===== src/rtl/sbl_pkg.sv =====
package sbl_pkg;
   localparam int CTRL_EARLY_PROG_BIT = 0;
   localparam int CTRL_EARLY_INTL_BIT = 8;
   localparam int CTRL_LEAD_LSB       = 16;
   localparam int CTRL_LEAD_W         = 4;
   localparam int STAT_PEND_BIT       = 0;
   localparam int STAT_WIN_BIT        = 4;

   localparam logic [CTRL_LEAD_W-1:0] LEAD_RESET = 4'd4;

   typedef struct packed {
      logic [CTRL_LEAD_W-1:0] lead;
      logic                   early_intl;
      logic                   early_prog;
   } ctrl_t;
endpackage


===== src/rtl/sbl_line_counter.sv =====
module sbl_line_counter #(
   parameter int VTOTAL = 20,
   parameter int LINE_W = $clog2(VTOTAL)
) (
   input  logic              clk,
   input  logic              rst_n,
   input  logic              line_tick,
   output logic [LINE_W-1:0] line,
   output logic              frame_start
);
   logic last_line;

   generate
      if ((1 << LINE_W) == VTOTAL) begin : g_pow2
         assign last_line = &line;
      end else begin : g_cmp
         assign last_line = (line == LINE_W'(VTOTAL - 1));
      end
   endgenerate

   always_ff @(posedge clk or negedge rst_n) begin
      if (!rst_n) begin
         line        <= '0;
         frame_start <= 1'b0;
      end else begin
         frame_start <= 1'b0;
         if (line_tick) begin
            if (last_line) begin
               line        <= '0;
               frame_start <= 1'b1;
            end else begin
               line <= line + 1'b1;
            end
         end
      end
   end

   // wrap lands on line 0 together with the frame pulse
   a_r2_wrap_pulse: assert property (@(posedge clk) disable iff (!rst_n)
      (line_tick && line == LINE_W'(VTOTAL - 1)) |=> (frame_start && line == '0));
   // the pulse lasts one cycle
   a_r2_pulse_single: assert property (@(posedge clk) disable iff (!rst_n)
      frame_start |=> !frame_start);
endmodule


===== src/rtl/sbl_window_decode.sv =====
module sbl_window_decode
   import sbl_pkg::*;
#(
   parameter int VTOTAL  = 20,
   parameter int VACTIVE = 12,
   parameter int LINE_W  = $clog2(VTOTAL)
) (
   input  logic              clk,
   input  logic              rst_n,
   input  logic [LINE_W-1:0] line,
   input  ctrl_t             ctrl,
   input  logic              interlace_mode,
   output logic              in_window
);
   localparam int          CW     = LINE_W + 1;
   localparam int unsigned VBLANK = VTOTAL - VACTIVE;

   logic          early;
   logic [31:0]   back;
   logic [CW-1:0] start_line;
   logic [CW-1:0] line_x;

   assign early  = interlace_mode ? ctrl.early_intl : ctrl.early_prog;
   assign line_x = {1'b0, line};

   always_comb begin
      back = 32'(ctrl.lead) + 32'(early);
      if (back > VBLANK) start_line = CW'(VACTIVE);
      else               start_line = CW'(32'(VTOTAL) - back);
   end

   assign in_window = (line_x >= CW'(VACTIVE)) && (line_x < start_line);

   // the window never reaches into active display
   a_r3_window_in_blank: assert property (@(posedge clk) disable iff (!rst_n)
      in_window |-> (line_x >= CW'(VACTIVE) && line_x < CW'(VTOTAL)));
endmodule


===== src/rtl/sbl_base_latch.sv =====
module sbl_base_latch #(
   parameter int ADDR_W = 32
) (
   input  logic              clk,
   input  logic              rst_n,
   input  logic              wr_en,
   input  logic [ADDR_W-1:0] wr_addr,
   input  logic              lock,
   input  logic              in_window,
   output logic [ADDR_W-1:0] active_addr,
   output logic              pending
);
   logic [ADDR_W-1:0] staged_addr;
   logic              do_copy;

   assign do_copy = pending && !lock && in_window;

   always_ff @(posedge clk or negedge rst_n) begin
      if (!rst_n) begin
         staged_addr <= '0;
         active_addr <= '0;
         pending     <= 1'b0;
      end else begin
         if (do_copy) active_addr <= staged_addr;
         if (wr_en) begin
            staged_addr <= wr_addr;
            pending     <= 1'b1;
         end else if (do_copy) begin
            pending <= 1'b0;
         end
      end
   end

   // a staging write always raises the flag
   a_r6_write_sets: assert property (@(posedge clk) disable iff (!rst_n)
      wr_en |=> pending);
   // live address moves only under all three conditions
   a_r7_copy_gated: assert property (@(posedge clk) disable iff (!rst_n)
      (active_addr != $past(active_addr)) |-> $past(pending && !lock && in_window));
   // flag drops after an update with no fresh write
   a_r7_flag_clears: assert property (@(posedge clk) disable iff (!rst_n)
      (pending && !lock && in_window && !wr_en) |=> !pending);
   // lock freezes the live address
   a_r9_lock_hold: assert property (@(posedge clk) disable iff (!rst_n)
      lock |=> $stable(active_addr));
endmodule


===== src/rtl/scanout_base_latch.sv =====
module scanout_base_latch
   import sbl_pkg::*;
#(
   parameter int ADDR_W  = 32,
   parameter int VTOTAL  = 20,
   parameter int VACTIVE = 12,
   parameter int LINE_W  = $clog2(VTOTAL)
) (
   input  logic              clk,
   input  logic              rst_n,
   input  logic              line_tick,
   input  logic              interlace_mode,
   input  logic              ctrl_we,
   input  logic [31:0]       ctrl_wdata,
   output logic [31:0]       ctrl_rdata,
   output logic [31:0]       status_rdata,
   input  logic              addr_we,
   input  logic [ADDR_W-1:0] addr_wdata,
   input  logic              upd_lock,
   output logic [ADDR_W-1:0] active_addr,
   output logic              pending,
   output logic              in_window,
   output logic [LINE_W-1:0] line_count,
   output logic              frame_start
);
   generate
      if (VACTIVE < 1 || VACTIVE >= VTOTAL) begin : g_bad_vactive
         $error("VACTIVE must lie in 1..VTOTAL-1");
      end
      if (ADDR_W < 1) begin : g_bad_addr
         $error("ADDR_W must be positive");
      end
      if ((1 << LINE_W) < VTOTAL) begin : g_bad_linew
         $error("LINE_W too narrow for VTOTAL");
      end
   endgenerate

   ctrl_t ctrl_q;

   always_ff @(posedge clk or negedge rst_n) begin
      if (!rst_n) begin
         ctrl_q.lead       <= LEAD_RESET;
         ctrl_q.early_intl <= 1'b1;
         ctrl_q.early_prog <= 1'b0;
      end else if (ctrl_we) begin
         ctrl_q.lead       <= ctrl_wdata[CTRL_LEAD_LSB +: CTRL_LEAD_W];
         ctrl_q.early_intl <= ctrl_wdata[CTRL_EARLY_INTL_BIT];
         ctrl_q.early_prog <= ctrl_wdata[CTRL_EARLY_PROG_BIT];
      end
   end

   always_comb begin
      ctrl_rdata = '0;
      ctrl_rdata[CTRL_LEAD_LSB +: CTRL_LEAD_W] = ctrl_q.lead;
      ctrl_rdata[CTRL_EARLY_INTL_BIT]          = ctrl_q.early_intl;
      ctrl_rdata[CTRL_EARLY_PROG_BIT]          = ctrl_q.early_prog;
      status_rdata = '0;
      status_rdata[STAT_PEND_BIT] = pending;
      status_rdata[STAT_WIN_BIT]  = in_window;
   end

   sbl_line_counter #(.VTOTAL(VTOTAL), .LINE_W(LINE_W)) u_lines (
      .clk         (clk),
      .rst_n       (rst_n),
      .line_tick   (line_tick),
      .line        (line_count),
      .frame_start (frame_start)
   );

   sbl_window_decode #(.VTOTAL(VTOTAL), .VACTIVE(VACTIVE), .LINE_W(LINE_W)) u_window (
      .clk            (clk),
      .rst_n          (rst_n),
      .line           (line_count),
      .ctrl           (ctrl_q),
      .interlace_mode (interlace_mode),
      .in_window      (in_window)
   );

   sbl_base_latch #(.ADDR_W(ADDR_W)) u_latch (
      .clk         (clk),
      .rst_n       (rst_n),
      .wr_en       (addr_we),
      .wr_addr     (addr_wdata),
      .lock        (upd_lock),
      .in_window   (in_window),
      .active_addr (active_addr),
      .pending     (pending)
   );

   // control readback holds its reset value until written
   a_r1_ctrl_reset: assert property (@(posedge clk) disable iff (!rst_n)
      !$past(ctrl_we) |-> $stable(ctrl_rdata));
endmodule


===== config.mk =====
export PLATFORM = sky130hd
export DESIGN_NAME = scanout_base_latch
export DESIGN_NICKNAME = d
export VERILOG_FILES = /design/src/rtl/sbl_pkg.sv /design/src/rtl/sbl_line_counter.sv /design/src/rtl/sbl_window_decode.sv /design/src/rtl/sbl_base_latch.sv /design/src/rtl/scanout_base_latch.sv
export SDC_FILE = /design/constraint.sdc
export NUM_CORES = 1
export LEC_CHECK = 0
export BUFFER_PORTS_ARGS = -buffer_cell sky130_fd_sc_hd__buf_2
export CORE_ASPECT_RATIO = 1.25
export CORE_UTILIZATION = 47
export CTS_CLUSTER_DIAMETER = 80
export DETAILED_ROUTE_END_ITERATION = 10
export GPL_ROUTABILITY_DRIVEN = 0
export PLACE_DENSITY = 0.8
export SLEW_MARGIN = 40
export SYNTH_ARGS = -nofsm -noshare
export SYNTH_HDL_FRONTEND = slang
export SYNTH_HIERARCHICAL = 1
export SYNTH_SLANG_ARGS = --single-unit

===== constraint.sdc =====
create_clock -name clk -period 3.9 [get_ports clk]
set_input_delay 0.195 -clock clk [delete_from_list [all_inputs] [get_ports clk]]
set_output_delay 0.195 -clock clk [all_outputs]
set_load 0.02 [all_outputs]

After elaboration in Yosys (flattened, before gate mapping)
Index checks and enable logic that the tools add are counted.
{"block": "word_totals", "ff_bits": 77, "latchBits": 0, "mem_bits_rw": 0, "romBits": 0, "in_bits": 71, "output_inout_bits": 104, "wordCells": 27, "mem_count": 0}
{"block": "classes", "add_sub_neg": 3, "mul": 0, "div_mod_pow": 0, "n_lt_le_gt_ge": 3, "eq_ne": 1, "shift": 0, "muxes": 7, "bitwise_logic": 0, "n_reduce_logical": 5}
{"op": "$gt 32x4->1 const B", "n": 1}
{"op": "$lt 5x6->1", "n": 1}
{"op": "$mux 6", "n": 1}
{"op": "$sub 5x6->6 const A", "n": 1}
{"op": "$add 4x1->5", "n": 1}
{"op": "$add 5x1->5 const B", "n": 1}
{"op": "$eq 5x5->1 const B", "n": 1}
{"op": "$ge 5x4->1 const B", "n": 1}
{"op": "$mux 1", "n": 5}
{"op": "$mux 5", "n": 1}
{"op": "$logic_and 1x1->1", "n": 3}
{"op": "$reduce_bool 2->1", "n": 1}
{"op": "$logic_not 1->1", "n": 1}

Longest topological paths before layout
{"block": "depth", "ltp_word": 9, "depth_mapped": 17, "mapped_depth_nobuf": 16}

Hierarchy
Netlist, hierarchy kept.
{"mod": "sbl_base_latch", "instances": 1, "cells_per_inst": 139, "area_each_um2": 2552.4, "seq_area_each_um2": 1626.6}
{"mod": "scanout_base_latch", "instances": 1, "cells_per_inst": 72, "area_each_um2": 693.2, "seq_area_each_um2": 152.6}
{"mod": "sbl_window_decode", "instances": 1, "cells_per_inst": 38, "area_each_um2": 280.3, "seq_area_each_um2": 0.0}
{"mod": "sbl_line_counter", "instances": 1, "cells_per_inst": 24, "area_each_um2": 279.0, "seq_area_each_um2": 150.1}

Least setup slack after synthesis
OpenSTA, ideal clock, no wires.
{"block": "synth_path", "path_kind": "reg-to-reg", "startpoint": "reg ctrl_q (netlist bit ctrl_rdata[0])", "endpoint": "reg u_latch.active_addr[0]", "setup_ns": 0.125, "t_arrival_ns": 3.851, "required_time_ns": 3.775, "slack_ns": -0.077, "path_stages_with_launch": 18, "path_buffers": 1, "synth_period_minus_slack_ns": 3.977, "path_cell_list": "dfrtp_1 mux2_2 ha_1 ha_1 inv_1 ha_1 nand2b_1 a21oi_1 nor3_2 nor2_1 ha_1 a21o_1 a211oi_1 nand2_1 o21ai_1 nand3b_4 buf_6 mux2_4"}
{"block": "synth_via", "elab_chain_len": 7, "elab_cells_between_ends": 8, "cone_classes": "add/sub: 2; order compare: 2; mux: 2; reduce/logical: 2"}
{"item": "start, declared", "line": "scanout_base_latch.sv:38", "source": "ctrl_t ctrl_q;"}
{"item": "$mux 1 (*)", "line": "sbl_window_decode.sv:23", "source": "assign early = interlace_mode ? ctrl.early_intl : ctrl.early_prog;"}
{"item": "$add 4x1->5 (*)", "line": "sbl_window_decode.sv:27", "source": "back = 32'(ctrl.lead) + 32'(early);"}
{"item": "$gt 32x4->1 / $sub 5x6->6 (equally long branches)", "line": "sbl_window_decode.sv:28, sbl_window_decode.sv:29"}
{"item": "$mux 6 (*)", "line": "sbl_window_decode.sv:28", "source": "if (back > VBLANK) start_line = CW'(VACTIVE);"}
{"item": "$lt 5x6->1 (*)", "line": "sbl_window_decode.sv:32", "source": "assign in_window = (line_x >= CW'(VACTIVE)) && (line_x < start_line);"}
{"item": "$logic_and 1x1->1 (*)", "line": "sbl_window_decode.sv:32"}
{"item": "net in_window", "line": "scanout_base_latch.sv:22", "source": "output logic in_window,"}
{"item": "$logic_and 1x1->1 (*)", "line": "sbl_base_latch.sv:16", "source": "assign do_copy = pending && !lock && in_window;"}
{"item": "end signal, assigned", "line": "sbl_base_latch.sv:24", "source": "if (do_copy) active_addr <= staged_addr;"}
{"item": "end, declared", "line": "sbl_base_latch.sv:10", "source": "output logic [ADDR_W-1:0] active_addr,"}
Mark *: on every way through the listed nets, which the timed path passes. The rest lies on a longest branch.
A chain may end at the register's enable or synchronous reset.

Worst setup path after layout
{"block": "layout_path", "startpoint": "reg ctrl_q (netlist bit ctrl_rdata[0])", "endpoint": "reg u_latch.active_addr[31]"}
{"block": "layout_via", "elab_chain_len": 7, "elab_cells_between_ends": 8, "cone_classes": "add/sub: 2; order compare: 2; mux: 2; reduce/logical: 2"}
{"item": "$mux 1 (*)", "line": "sbl_window_decode.sv:23"}
{"item": "$add 4x1->5 (*)", "line": "sbl_window_decode.sv:27"}
{"item": "$gt 32x4->1 / $sub 5x6->6 (equally long branches)", "line": "sbl_window_decode.sv:28, sbl_window_decode.sv:29"}
{"item": "$mux 6 (*)", "line": "sbl_window_decode.sv:28"}
{"item": "$lt 5x6->1 (*)", "line": "sbl_window_decode.sv:32"}
{"item": "$logic_and 1x1->1 (*)", "line": "sbl_window_decode.sv:32"}
{"item": "$logic_and 1x1->1 (*)", "line": "sbl_base_latch.sv:16"}
Every way passes the cells marked *; elsewhere a longest branch is shown, timed or not.

==> results by group <==
Logic synthesis
  • Synth warn: 6
  • Post-synth top area share: 49.3%
  • Post-synth ARST share: 100%
  • Mapped Cells: 273
  • Leading post-synthesis cells by cell area: dfrtp_1 49%, mux2_4 14%, buf_4 12%
  • Top_reg_cell synth: dfrtp_1
  • Mapped cell area: 3800 sq um
  • Register area share after synthesis: 50.7%
  • Count of cell types in the netlist: 34
  • Post-synth EDFFs: 0
  • FF+latch count, synth: 77
  • Synth area leader: dfrtp_1
  • Syn_area_per_cell: 13.9 sq um

Timing
  • Clock skew: 6.01 ps
  • WHS: 87.0 ps
  • Hold Fails Final Rpt: 0
  • Fmax: 0.269 GHz
  • Setup violations, final: 0
  • Tmin final: 3720 ps
  • Final worst-path cycle share: 95.3%
  • Rel. slew slack: 54.2%
  • Max Slew Vio Count: 0
  • Measured slew at the worst slew-check pin: 687 ps

CTS
  • Worst-Skew Late Latency: 330 ps
  • CTS tree: built
  • Clk buf depth: 2
  • Reg clk slew, reported paths: 80 ps
  • H-tree lvl count: 3
  • Clk sink count: 77
  • Root Buffer: clkbuf_8
  • Number of CTS-inserted buffers: 9

Cells and area
  • Fillers: 653
  • Final instance area: 4430 sq um
  • Share of cells above drive strength 1: 52.5%
  • Finished Layout Cells: 474
  • Final net count: 453
  • Layout area overhead: 16.5%
  • Commonest non-fill, non-tap cells in the layout: 89 x buf_2, 75 x dfrtp_1, 56 x conb_1, 38 x mux2_2, 36 x mux2_4
  • Number of diodes: 0
  • Commonest non-fill, non-tap cell in the layout: buf_2
  • Final Util: 56.6%

Floorplan
  • Die Wd: 82.5 um
  • Core area: 7840 sq um
  • Ports: 175
  • Die ar.: 8460 sq um
  • Die height: 103 um
  • Count of standard-cell rows: 36
  • Initial Util: 48.5%

Global routing
  • GR met3 Demand/Resource: 4.96%
  • Antenna violations before repair: 0
  • GRT Util Overall: 15.8%
  • GRT overflow: 0
  • Vias in the first global route: 2081
  • First-pass GRT wire length: 9.72 mm
  • Met1 Use GR: 18.8%
  • Met2 GRT Util: 25.7%
  • Largest net degree at the start of global routing: 78
  • GRT busiest layer: met2

Detailed routing
  • Drt first-iter violations: 43
  • Routed WL: 6.53 mm
  • Vias per inst: 4.66
  • Vias: 2210
  • Post-route ant nets: 0
  • Initial DRT Pass Iterations: 4
  • Wire per inst: 13.8 um
  • DRC viols: 0

Worst hold path
  • Hold Path Class: input pin to flop

Run
  • Max cap viols: 0

Placement
  • DP HPWL: 4.27 mm
  • Placed Area: 4130 sq um
  • Placed cells: 452
  • Port Buffers: 92

Power
  • Comb pwr share: 46.1%
  • Cell area power density: 720 nW/um^2
  • Switching share of power: 36.6%
  • Sequential share of power: 37.8%
  • Switching power of the nets: 1.17 mW
  • Peak supply drop: 0.332 mV
  • Leak: 2.28 nW
  • Internal power: 2.02 mW
  • Clock share of power: 16.1%

Critical path
  • Worst-path fanout max: 10
  • Crit path max-delay cell type: dfrtp_1
  • WS Path Type: flop to flop
  • CP required: 4120 ps
  • Max incr delay on CP: 400 ps
  • Endpoint class of the critical path: flop
  • CP Cell Sequence: mux2_2 -> ha_2 -> ha_4 -> inv_1 -> ha_2 -> nand2b_1 -> a21oi_1 -> nor3_2 -> nor2_1 -> ha_1 -> a21o_1 -> a211oi_2 -> nand2_1 -> o21ai_4 -> nand3b_4 -> buf_12 -> mux2_4
  • Crit start category: flop
  • CP most frequent cell: ha_2
  • Critical path arrival: 3940 ps

Run status
  • Status: finished, final reports clean
==> cell usage after synthesis (3+ instances only) <==
master    instances
a21oi_1           4
ha_1              8
nand2_1           3
mux2_2           38
buf_6             4
mux2_4           36
dfrtp_1          75
nand2b_1          3
buf_4            60
xor2_1            3
nor2_1            4
inv_1             7
==> state kept, by name, summed over array words and instances, names as in the netlist <==
signal and flops:
u_lines/frame_start 1, ctrl_rdata 6, u_lines/line 5, u_latch/pending 1, u_latch/staged_addr 32, u_latch/active_addr 32
==> timing repair <==
item / in CTS / in global routing
hold endpoints to repair: 75 / 0
hold buffers: 1 / 0
pin swaps: 0 / 5
gates cloned: 0 / 3
endpoints found under the setup margin: 11 / 34
buffers inserted: 0 / 2
gates resized for setup: 2 / 8
==> power groups by stage <==
| stage | Clock (mW) | Sequential (mW) | Combinational [mW] |
|---|---|---|---|
| global placement | 0 | 1.21 | 1.34 |
| global route | 0.570 | 1.24 | 1.59 |
| CTS | 0.542 | 1.21 | 1.39 |
| detailed placement | 0 | 1.22 | 1.37 |
| floorplan | 0 | 1.46 | 0.811 |
| finish | 0.513 | 1.21 | 1.47 |
==> final timing paths <==
| check | from | to | slack, ps | cells past startpoint |
|---|---|---|---|---|
| min | addr_wdata[19] | u_latch/staged_addr[19] | 90 | 2 |
| max reg2reg | ctrl_rdata[0] | u_latch/active_addr[31] | 180 | 17 |
| min reg2reg | u_latch/staged_addr[0] | u_latch/active_addr[0] | 500 | 1 |
| max in group asynchronous | rst_n | u_latch/staged_addr[21] | 2980 | 2 |
| min in group asynchronous | rst_n | u_lines/line[0] | 460 | 2 |
| max | ctrl_rdata[0] | u_latch/active_addr[31] | 180 | 17 |
==> metrics by stage <==
step / TNS [ps] / power, mW / worst slack [ps]
5_1_grt: -21.8 / 3.40 / -6.79
3_3_place_gp: 0 / 2.55 / 82.6
2_1_floorplan: 0 / 2.27 / 78.4
3_5_place_dp: 0 / 2.59 / 7.26
6_report: 0 / 3.19 / 183
4_1_cts: 0 / 3.15 / 72.3
==> final cells by class <==
class	count	area [sq um]	share of cell area, %
inverters	7	26.3	0.593
repair buffers	101	606	13.7
flip-flops and latches	77	1930	43.5
clock inverters	2	10.0	0.226
multi-input cells	178	1590	35.9
clock buffers	14	153	3.44
well taps	95	119	2.68
==> per-layer routing <==
layer | wire length, um | up-vias
met4 | 61 | 0
met2 | 3270 | 91
li1 | - | 1021
met1 | 2800 | 1093
met5 | 0 | -
met3 | 391 | 5
==> critical path, delay by kind of cell (launching register included) <==
kind | cells | cell delay (ps)
adders and majority gates | 4 | 960
and+or+nand+nor | 5 | 720
AOI/OAI and AO/OA | 4 | 690
muxes | 2 | 570
DFF | 1 | 400
buffers and inverters | 2 | 250
==> cell families (layout without fill, tap and decap cells) <==
logic type	Yosys count	in the layout	synth area share [%]
AOI/OAI and AO/OA	15	15	2.40
xor gates and xnor gates	4	4	0.921
adders and majority gates	8	8	2.63
buffers and inverters	73	124	14.0
DFF	77	77	50.7
muxes	74	74	25.5
other	1	56	0.0986
and+or+nand+nor	21	21	3.81
Power figures use the tool's default switching activity.
